### config.mk
export PLATFORM = sky130hd
export DESIGN_NAME = cipher_word_front
export DESIGN_NICKNAME = d
export VERILOG_FILES = /design/src/rtl/cwf_pkg.sv /design/src/rtl/cwf_ctrl.sv /design/src/rtl/cwf_fifo.sv /design/src/rtl/cipher_word_front.sv
export SDC_FILE = /design/constraint.sdc
export NUM_CORES = 1
export LEC_CHECK = 0
export BUFFER_PORTS_ARGS = -buffer_cell sky130_fd_sc_hd__buf_2
export CAP_MARGIN = 20
export CORE_UTILIZATION = 45
export DETAILED_ROUTE_END_ITERATION = 6
export PLACE_DENSITY = 0.75
export SETUP_SLACK_MARGIN = 0.02
export SLEW_MARGIN = 20
export SYNTH_ARGS = -nofsm -noshare
export SYNTH_HDL_FRONTEND = slang
export SYNTH_SLANG_ARGS = --single-unit
### constraint.sdc
create_clock -name clk -period 10.9 [get_ports clk]
set_input_delay 2.18 -clock clk [delete_from_list [all_inputs] [get_ports clk]]
set_output_delay 2.18 -clock clk [all_outputs]
set_load 0.02 [all_outputs]
### src/rtl/cwf_pkg.sv
package cwf_pkg;

    localparam int unsigned WORD_W    = 32;
    localparam int unsigned BLK_W     = 2 * WORD_W;
    localparam int unsigned EN_POS    = 15;
    localparam int unsigned FLUSH_POS = 14;
    localparam int unsigned KS_LO     = 8;
    localparam int unsigned DT_LO     = 6;

    typedef enum logic [1:0] {
        ORD_KEEP  = 2'b00,
        ORD_HALF  = 2'b01,
        ORD_BYTE  = 2'b10,
        ORD_BIT   = 2'b11
    } order_e;

    typedef struct packed {
        logic       en;
        logic [1:0] ksize;
        order_e     order;
    } ctrl_t;

    // Reorder one word; every variant is its own inverse.
    function automatic logic [WORD_W-1:0] reorder(input logic [WORD_W-1:0] w,
                                                  input order_e sel);
        logic [WORD_W-1:0] r;
        case (sel)
            ORD_HALF: r = {w[15:0], w[31:16]};
            ORD_BYTE: r = {w[7:0], w[15:8], w[23:16], w[31:24]};
            ORD_BIT: begin
                for (int i = 0; i < WORD_W; i++) r[i] = w[WORD_W-1-i];
            end
            default:  r = w;
        endcase
        return r;
    endfunction

endpackage

### src/rtl/cwf_ctrl.sv
module cwf_ctrl
    import cwf_pkg::*;
(
    input  logic              clk,
    input  logic              rst,
    input  logic              we,
    input  logic [WORD_W-1:0] wdata,
    input  logic              keyprep_done,
    output ctrl_t             ctrl,
    output logic              flush,
    output logic [WORD_W-1:0] rdata
);

    ctrl_t ctrl_q;

    always_ff @(posedge clk) begin
        if (rst) begin
            ctrl_q <= '0;
        end else begin
            if (we) begin
                ctrl_q.en    <= wdata[EN_POS];
                ctrl_q.ksize <= wdata[KS_LO+1:KS_LO];
                ctrl_q.order <= order_e'(wdata[DT_LO+1:DT_LO]);
            end
            if (keyprep_done) ctrl_q.en <= 1'b0;
        end
    end

    // Flush is gated by the enable as it stands before this write.
    assign flush = we && wdata[FLUSH_POS] && !ctrl_q.en;
    assign ctrl  = ctrl_q;

    always_comb begin
        rdata                     = '0;
        rdata[EN_POS]             = ctrl_q.en;
        rdata[KS_LO+1:KS_LO]      = ctrl_q.ksize;
        rdata[DT_LO+1:DT_LO]      = ctrl_q.order;
    end

    logic unused_wbits;
    assign unused_wbits = ^{wdata[31:16], wdata[13:10], wdata[5:0]};

endmodule

### src/rtl/cwf_fifo.sv
// Word queue that accepts one or two words per push and releases one or
// two per pop. DEPTH must be a power of two so pointers wrap naturally.
module cwf_fifo #(
    parameter int unsigned DEPTH = 8,
    parameter int unsigned W     = 32
) (
    input  logic                       clk,
    input  logic                       rst,
    input  logic                       flush,
    input  logic                       push,
    input  logic                       push_two,
    input  logic [W-1:0]               wd0,
    input  logic [W-1:0]               wd1,
    input  logic                       pop,
    input  logic                       pop_two,
    output logic [W-1:0]               rd0,
    output logic [W-1:0]               rd1,
    output logic [$clog2(DEPTH+1)-1:0] count,
    output logic                       full,
    output logic                       empty,
    output logic                       room2,
    output logic                       has2
);

    localparam int unsigned AW = $clog2(DEPTH);
    localparam int unsigned CW = $clog2(DEPTH+1);

    logic [W-1:0]  mem [DEPTH];
    logic [AW-1:0] wptr, rptr;
    logic [CW-1:0] cnt, n_in, n_out, free;
    logic          do_in, do_out;

    assign free   = CW'(DEPTH) - cnt;
    assign n_in   = push ? (push_two ? CW'(2) : CW'(1)) : '0;
    assign n_out  = pop  ? (pop_two  ? CW'(2) : CW'(1)) : '0;
    assign do_in  = push && (free >= n_in);
    assign do_out = pop  && (cnt  >= n_out);

    always_ff @(posedge clk) begin
        if (rst || flush) begin
            wptr <= '0;
            rptr <= '0;
            cnt  <= '0;
        end else begin
            if (do_in)  wptr <= wptr + AW'(n_in);
            if (do_out) rptr <= rptr + AW'(n_out);
            cnt <= cnt + (do_in ? n_in : '0) - (do_out ? n_out : '0);
        end
    end

    always_ff @(posedge clk) begin
        if (do_in && !flush) begin
            mem[wptr] <= wd0;
            if (push_two) mem[wptr + AW'(1)] <= wd1;
        end
    end

    assign rd0   = mem[rptr];
    assign rd1   = mem[rptr + AW'(1)];
    assign count = cnt;
    assign full  = (cnt == CW'(DEPTH));
    assign empty = (cnt == '0);
    assign room2 = (free >= CW'(2));
    assign has2  = (cnt  >= CW'(2));

endmodule

### src/rtl/cipher_word_front.sv
module cipher_word_front
    import cwf_pkg::*;
#(
    parameter int unsigned DEPTH = 8
) (
    input  logic        clk,
    input  logic        rst,
    input  logic        cfg_we,
    input  logic [31:0] cfg_wdata,
    output logic [31:0] cfg_rdata,
    output logic [1:0]  core_ksize,
    input  logic        keyprep_done,
    input  logic        din_push,
    input  logic [31:0] din_data,
    output logic        din_full,
    output logic        din_empty,
    output logic        blk_valid,
    output logic [63:0] blk_data,
    input  logic        blk_take,
    input  logic        res_valid,
    input  logic [63:0] res_data,
    output logic        res_ready,
    input  logic        dout_pop,
    output logic [31:0] dout_data,
    output logic        dout_full,
    output logic        dout_empty
);

    localparam int unsigned CW = $clog2(DEPTH+1);

    ctrl_t             ctrl;
    logic              flush;
    logic              en_q;
    logic [WORD_W-1:0] i_rd0, i_rd1, o_rd0, o_rd1;
    logic [CW-1:0]     i_count, o_count;
    logic              i_room2, i_has2, o_room2, o_has2;

    cwf_ctrl u_ctrl (
        .clk          (clk),
        .rst          (rst),
        .we           (cfg_we),
        .wdata        (cfg_wdata),
        .keyprep_done (keyprep_done),
        .ctrl         (ctrl),
        .flush        (flush),
        .rdata        (cfg_rdata)
    );

    assign en_q       = ctrl.en;
    assign core_ksize = ctrl.ksize;
    assign blk_valid  = en_q && i_has2;

    cwf_fifo #(.DEPTH(DEPTH), .W(WORD_W)) u_in (
        .clk      (clk),
        .rst      (rst),
        .flush    (flush),
        .push     (din_push),
        .push_two (1'b0),
        .wd0      (reorder(din_data, ctrl.order)),
        .wd1      ('0),
        .pop      (blk_valid && blk_take),
        .pop_two  (1'b1),
        .rd0      (i_rd0),
        .rd1      (i_rd1),
        .count    (i_count),
        .full     (din_full),
        .empty    (din_empty),
        .room2    (i_room2),
        .has2     (i_has2)
    );

    assign blk_data = {i_rd0, i_rd1};

    cwf_fifo #(.DEPTH(DEPTH), .W(WORD_W)) u_out (
        .clk      (clk),
        .rst      (rst),
        .flush    (flush),
        .push     (res_valid),
        .push_two (1'b1),
        .wd0      (res_data[BLK_W-1:WORD_W]),
        .wd1      (res_data[WORD_W-1:0]),
        .pop      (dout_pop),
        .pop_two  (1'b0),
        .rd0      (o_rd0),
        .rd1      (o_rd1),
        .count    (o_count),
        .full     (dout_full),
        .empty    (dout_empty),
        .room2    (o_room2),
        .has2     (o_has2)
    );

    assign res_ready = o_room2;
    assign dout_data = reorder(o_rd0, ctrl.order);

    logic unused_fifo;
    assign unused_fifo = ^{o_rd1, i_room2, o_has2};

endmodule

# Yosys cells after proc, flatten, opt, wreduce, memory -nomap -nowiden
# Memory sizes are Yosys's and may differ from the RTL's. A register that Yosys moved wholly into a read port is not among the register bits.
# Cells that the tools add are included.
[word_totals] regBits=25 latch_bits=0 ramBits=512 romBits=0 output_inout_bits=136 word_cells=68 mem_count=2
[op_classes] addsub=12 n_mul=0 div=0 n_lt_le_gt_ge=6 n_eq_ne=5 shifts=0 muxes=18 bitwise_logic=0 reduce_logical=16
[mem_list] name="u_in.mem" depth=8 word_bits=32 read_ports=2 rd_ports_with_merged_regs=1 wr=1 line="cwf_fifo.sv:28" text="logic [W-1:0] mem [DEPTH];"
[mem_list] name="u_out.mem" depth=8 word_bits=32 read_ports=1 rd_ports_with_merged_regs=1 wr=2 line="cwf_fifo.sv:28"
[op_table] operator="one-hot mux 32 bit (3 select lines)" count=2
[op_table] operator="greater-or-equal comparator 4 bit" count=4
[op_table] operator="2-to-1 mux 4 bit" count=4
[op_table] operator="adder 3 bit" count=4
[op_table] operator="2-to-1 mux 3 bit" count=4
[op_table] operator="logical AND 1 bit" count=10
[op_table] operator="adder 4 bit" count=2
[op_table] operator="equality test 4 bit (second input constant)" count=2
[op_table] operator="greater-or-equal comparator 4 x 2 -> 1 bit (second input constant)" count=2
[op_table] operator="zero test 4 bit" count=2
[op_table] operator="subtractor 4 bit" count=2
[op_table] operator="subtractor 4 bit (first input constant)" count=2
[op_table] operator="adder 3 x 1 -> 3 bit (second input constant)" count=2
[op_table] operator="2-to-1 mux 1 bit" count=6
[op_table] operator="equality test 2 bit (second input constant)" count=2
[op_table] operator="2-to-1 mux 2 bit" count=2
[op_table] operator="equality test 2 x 1 -> 1 bit (second input constant)" count=1
[op_table] operator="zero test 1 bit" count=2
[op_table] operator="OR reduction 2 bit" count=1
[op_table] operator="logical OR 1 bit" count=1

# Depth between registers and ports, before layout
[logic_depth] ltp_word=8 mapped_depth=13

# By module
# Synthesis repeated with hierarchy kept, for this count alone.
[hier_totals] cells_unflattened=1923 hier_area_um2=33631.0
[modules_own_cells] module="cwf_fifo (u_in)" instances=1 cells_per_inst=895 area_each_um2=15770.1
[modules_own_cells] module="cwf_fifo (u_out)" instances=1 cells_per_inst=896 area_each_um2=15728.8
[modules_own_cells] module="cipher_word_front" instances=1 cells_per_inst=82 area_each_um2=1691.6
[modules_own_cells] module="cwf_ctrl" instances=1 cells_per_inst=50 area_each_um2=440.4

# Worst setup path after synthesis
# Ideal clock, no wire load.
[synth_timing] path_kind="input-to-reg" from="in din_push" to="mem u_in.mem[0][0] (enable)" setup_ns=0.461 t_arrival_ns=5.308 setup_slack_ns=5.131 cell_stages=5 n_path_buf=0 path_cell_list="ha_1 or3b_2 o41ai_1 or3_1 nor3_1"
[synth_between] elab_chain_cells=6
[synth_lines] element="start: declaration" line="cipher_word_front.sv:13" text="input logic din_push,"
[synth_lines] element="2-to-1 mux 1 bit" line="cwf_fifo.sv:34" text="assign n_in = push ? (push_two ? CW'(2) : CW'(1)) : '0;"
[synth_lines] element="greater-or-equal comparator 4 bit" line="cwf_fifo.sv:36" text="assign do_in = push && (free >= n_in);"
[synth_lines] element="logical AND 1 bit (*)" line="cwf_fifo.sv:36"
[synth_lines] element="logical AND 1 bit (*)" line="cwf_fifo.sv:52" text="if (do_in && !flush) begin"
[synth_lines] element="2-to-1 mux 1 bit (*)" line="cwf_fifo.sv:52"
[synth_lines] element="2-to-1 mux 1 bit (not written as such) (*)" line="cwf_fifo.sv:53" text="mem[wptr] <= wd0;"
[synth_lines] element="end: declaration" line="cwf_fifo.sv:28"
# Every way passes the cells marked *; elsewhere a longest branch is shown, timed or not.

==> results.tsv <==
stage	metric	value	unit
outcome	status	completed	
floorplanning	effective utilization at floorplan	45.9	%
placed_design	RePlAce Congestion	0.848	
detailed_routing	Vias/cell	5.79	
synth	Post-Synth Simple-Gate Area	2.00	%
floorplanning	DIE HEIGHT	231	um
critical_path	Reg2Reg Setup Slack	6710	ps
power	LEAKAGE	9.22	nW
clock_tree	CTS buffer count	55	
global_route	global-route wire length before repair	77.4	mm
flow_run	Max Cap Violations	0	
sta	RSZ-0062 raised after global routing	false	
synth	Syn Inst Count	1211	
synth	fraction of registers with async set/reset	0	%
sta	Worst Skew	7.13	ps
synth	synth top area cells	edfxtp_1, mux4_2, mux2_2, mux2_4, dfxtp_1	
critical_path	Crit path largest cell delay	730	ps
critical_path	Buf+Inv Stages, Crit Path	2	
clock_tree	hold_buf cts	0	
sta	Rel. slew slack	27.9	%
global_route	largest net degree at the start of global routing	65	
clock_tree	Post-CTS Setup Repair Bufs	0	
power	Max VDD drop	0.126	mV
power	power density over cell area	181	nW/um^2
detailed_routing	DRC Markers	0	
critical_path	critical path type	reg -> out	
detailed_routing	drt pass-1 iters	5	
floorplanning	area of the core	51600	um^2
detailed_routing	post-route ant nets	0	
synth	Synth Warn #	0	
sta	Final min period	5700	ps
clock_tree	post-cts sizing count	0	
synth	FF+latch count, synth	540	
min_path	Worst Hold Class	reg -> reg	
global_route	grt ovf	0	
clock_tree	CTS Sinks	540	
sta	fmax	176	MHz
detailed_routing	WL final	52.4	mm
detailed_routing	Avg WL per Cell	24.2	um
floorplanning	row count	83	
critical_path	Worst setup EP type	primary output	
sta	Worst Max-Slew Pin Slew	1080	ps
critical_path	Critical Path AT	3520	ps
finish	# fillers	4032	
synth	Compound-Gate Fraction of Synth Area	2.09	%
synth	xor/xnor share of the synthesized area	0.333	%
critical_path	Crit path max-delay family	multiplexers	
sta	Setup TNS	0	ps
synth	count of cell types in the netlist	44	
global_route	number of global-route vias before repair	12700	
critical_path	Worst Setup Start Kind	flip-flop	
floorplanning	die footprint	53500	um^2
sta	final setup vio count	0	
synth	largest family of logic cells by synthesized area	multiplexers	
clock_tree	htree depth	2	
clock_tree	CTS Buffer Depth	3	
clock_tree	worst skew pair latency	590	ps
detailed_routing	Detailed Route Iter0 Violations	969	
synth	post-synthesis adder-cell area fraction	1.46	%
finish	layout cells sized above 1	45.7	%
synth	syn avg cell area	19.6	um^2
finish	Nets	1599	
sta	Final Max Slew Viols	0	
sta	Fin. Hold Viols	0	
synth	Main synth FF type	edfxtp_1	
global_route	Total GRT Usage	19.4	%
clock_tree	clock-pin slew on the worst setup and hold paths	60	ps
sta	period utilization	52.3	%
floorplanning	Horiz. Die Dim	231	um
placed_design	Port-buffer cells	218	
synth	multiplexer area fraction after synthesis	23.8	%
sta	setup slack after layout	5200	ps
synth	leading area contributor after synthesis	edfxtp_1	
critical_path	Worst Path Required	8720	ps
critical_path	CP cell instances	buf_4 > mux4_2 > mux2_2 > o22ai_1 > nor2_1 > buf_2	
synth	post-synthesis sequential area ratio	67.3	%
placed_design	post-place setup slack	5200	ps
placed_design	post-DP HPWL	31.6	mm
finish	synth-to-layout area growth	14.8	%
synth	synthesized area	23700	um^2
critical_path	crit path max-delay cell type	buf_4	
sta	WHS	495	ps
detailed_routing	Vias	12600	
clock_tree	CTS tree	done	
critical_path	CP Max Fanout	38	
clock_tree	Root Buffer	clkbuf_16	
global_route	initial antenna violation count	14	
synth	post-synth top area share	64.9	%
synth	Post-synth EDFFs	512	
floorplanning	IO Pins	272	
==> layout make-up <==
type	count	area (um^2)	area share [%]
clock buffer	64	1450	5.34
inverter	24	90.1	0.331
timing repair buffer	244	1290	4.76
antenna	8	20.0	0.0736
clock inverter	38	334	1.23
tap	680	851	3.13
multi-input combinational	571	7200	26.5
sequential	540	15900	58.7
==> synth_stat cells (7+ instances only) <==
cell type and instances:
buf_1 11, buf_2 11, buf_4 29, buf_6 7, clkbuf_1 41, dfxtp_1 28
edfxtp_1 512, ha_1 26, inv_1 24, mux2_2 120, mux2_4 40, mux2i_1 9
mux4_2 160, nand2_1 9, nor2_1 62, o22ai_1 64
==> registers in the layout (all words and copies together) (netlist names), named ones only <==
name and cells:
u_in.wptr 3, u_ctrl.ctrl 5, u_in.mem 256, u_out.rptr 3
u_out.count 4, u_in.rptr 2, u_out.mem 256, u_in.count 4
u_out.wptr 2
==> kinds of logic (layout without fill, tap and decap cells) <==
| group | Yosys count | in the layout |
|---|---|---|
| AO/OA/AOI/OAI | 77 | 77 |
| XOR/XNOR | 9 | 9 |
| adder cells (fa/ha/maj) | 27 | 27 |
| buffers and inverters | 126 | 370 |
| flip-flops | 540 | 540 |
| multiplexers | 329 | 329 |
| other | 1 | 35 |
| AND/OR/NAND/NOR | 102 | 102 |
==> stage by stage <==
| stage | instances | area, um^2 | utilization, % | total power (W) |
|---|---|---|---|---|
| 2_1_floorplan | 1237 | 23800 | - | 0.00290 |
| 3_3_place_gp | 2058 | 25400 | 49.1 | 0.00309 |
| 3_5_place_dp | 2058 | 25400 | 49.1 | 0.00311 |
| 4_1_cts | 2160 | 27200 | 52.6 | 0.00496 |
| 5_1_grt | 2162 | 27200 | 52.6 | 0.00508 |
| 6_report | 2169 | 27200 | 52.7 | 0.00493 |
==> final timing paths <==
path,start,end,depth (start not counted)
setup / recovery,flip-flop,dout_data[18],6
hold / removal,u_out.rptr[1],flip-flop,2
setup reg to reg,u_out.count[0],u_out.mem[5][17],10
hold reg to reg,u_out.rptr[1],flip-flop,2
==> placed cells by master, fill, tap and decap left out, types with 26 or more instances in the layout <==
cell	netlist	routed
edfxtp_1	512	512
ha_1	26	26
nor2_1	62	56
mux2_2	120	120
conb_1	1	27
buf_2	11	218
mux4_2	160	160
o22ai_1	64	64
mux2_4	40	40
clkbuf_16	0	57
==> metal layers <==
layer	wire length, um	global-route usage [%]	part of all wire [%]	vias up
li1	-	-	-	5389
met1	20700	24.9	39	6498
met2	26200	33.0	50	555
met3	4310	4.20	8.2	99
met4	1190	6.04	2.3	12
met5	83	0	0.16	-
==> worst min-delay path, cell delays in order, from the launching register on <==
cell and delay (ps):
dfxtp_1 320, nand2_1 50, a21oi_1 80
==> report_power, final <==
part,switching [W],total [W],internal [W]
clock network,0.000765,0.00186,0.00109
logic,0.000402,0.000666,0.000263
registers,0.0000255,0.00241,0.00238
total,0.00119,0.00493,0.00374
Power figures use the tool's default switching activity.
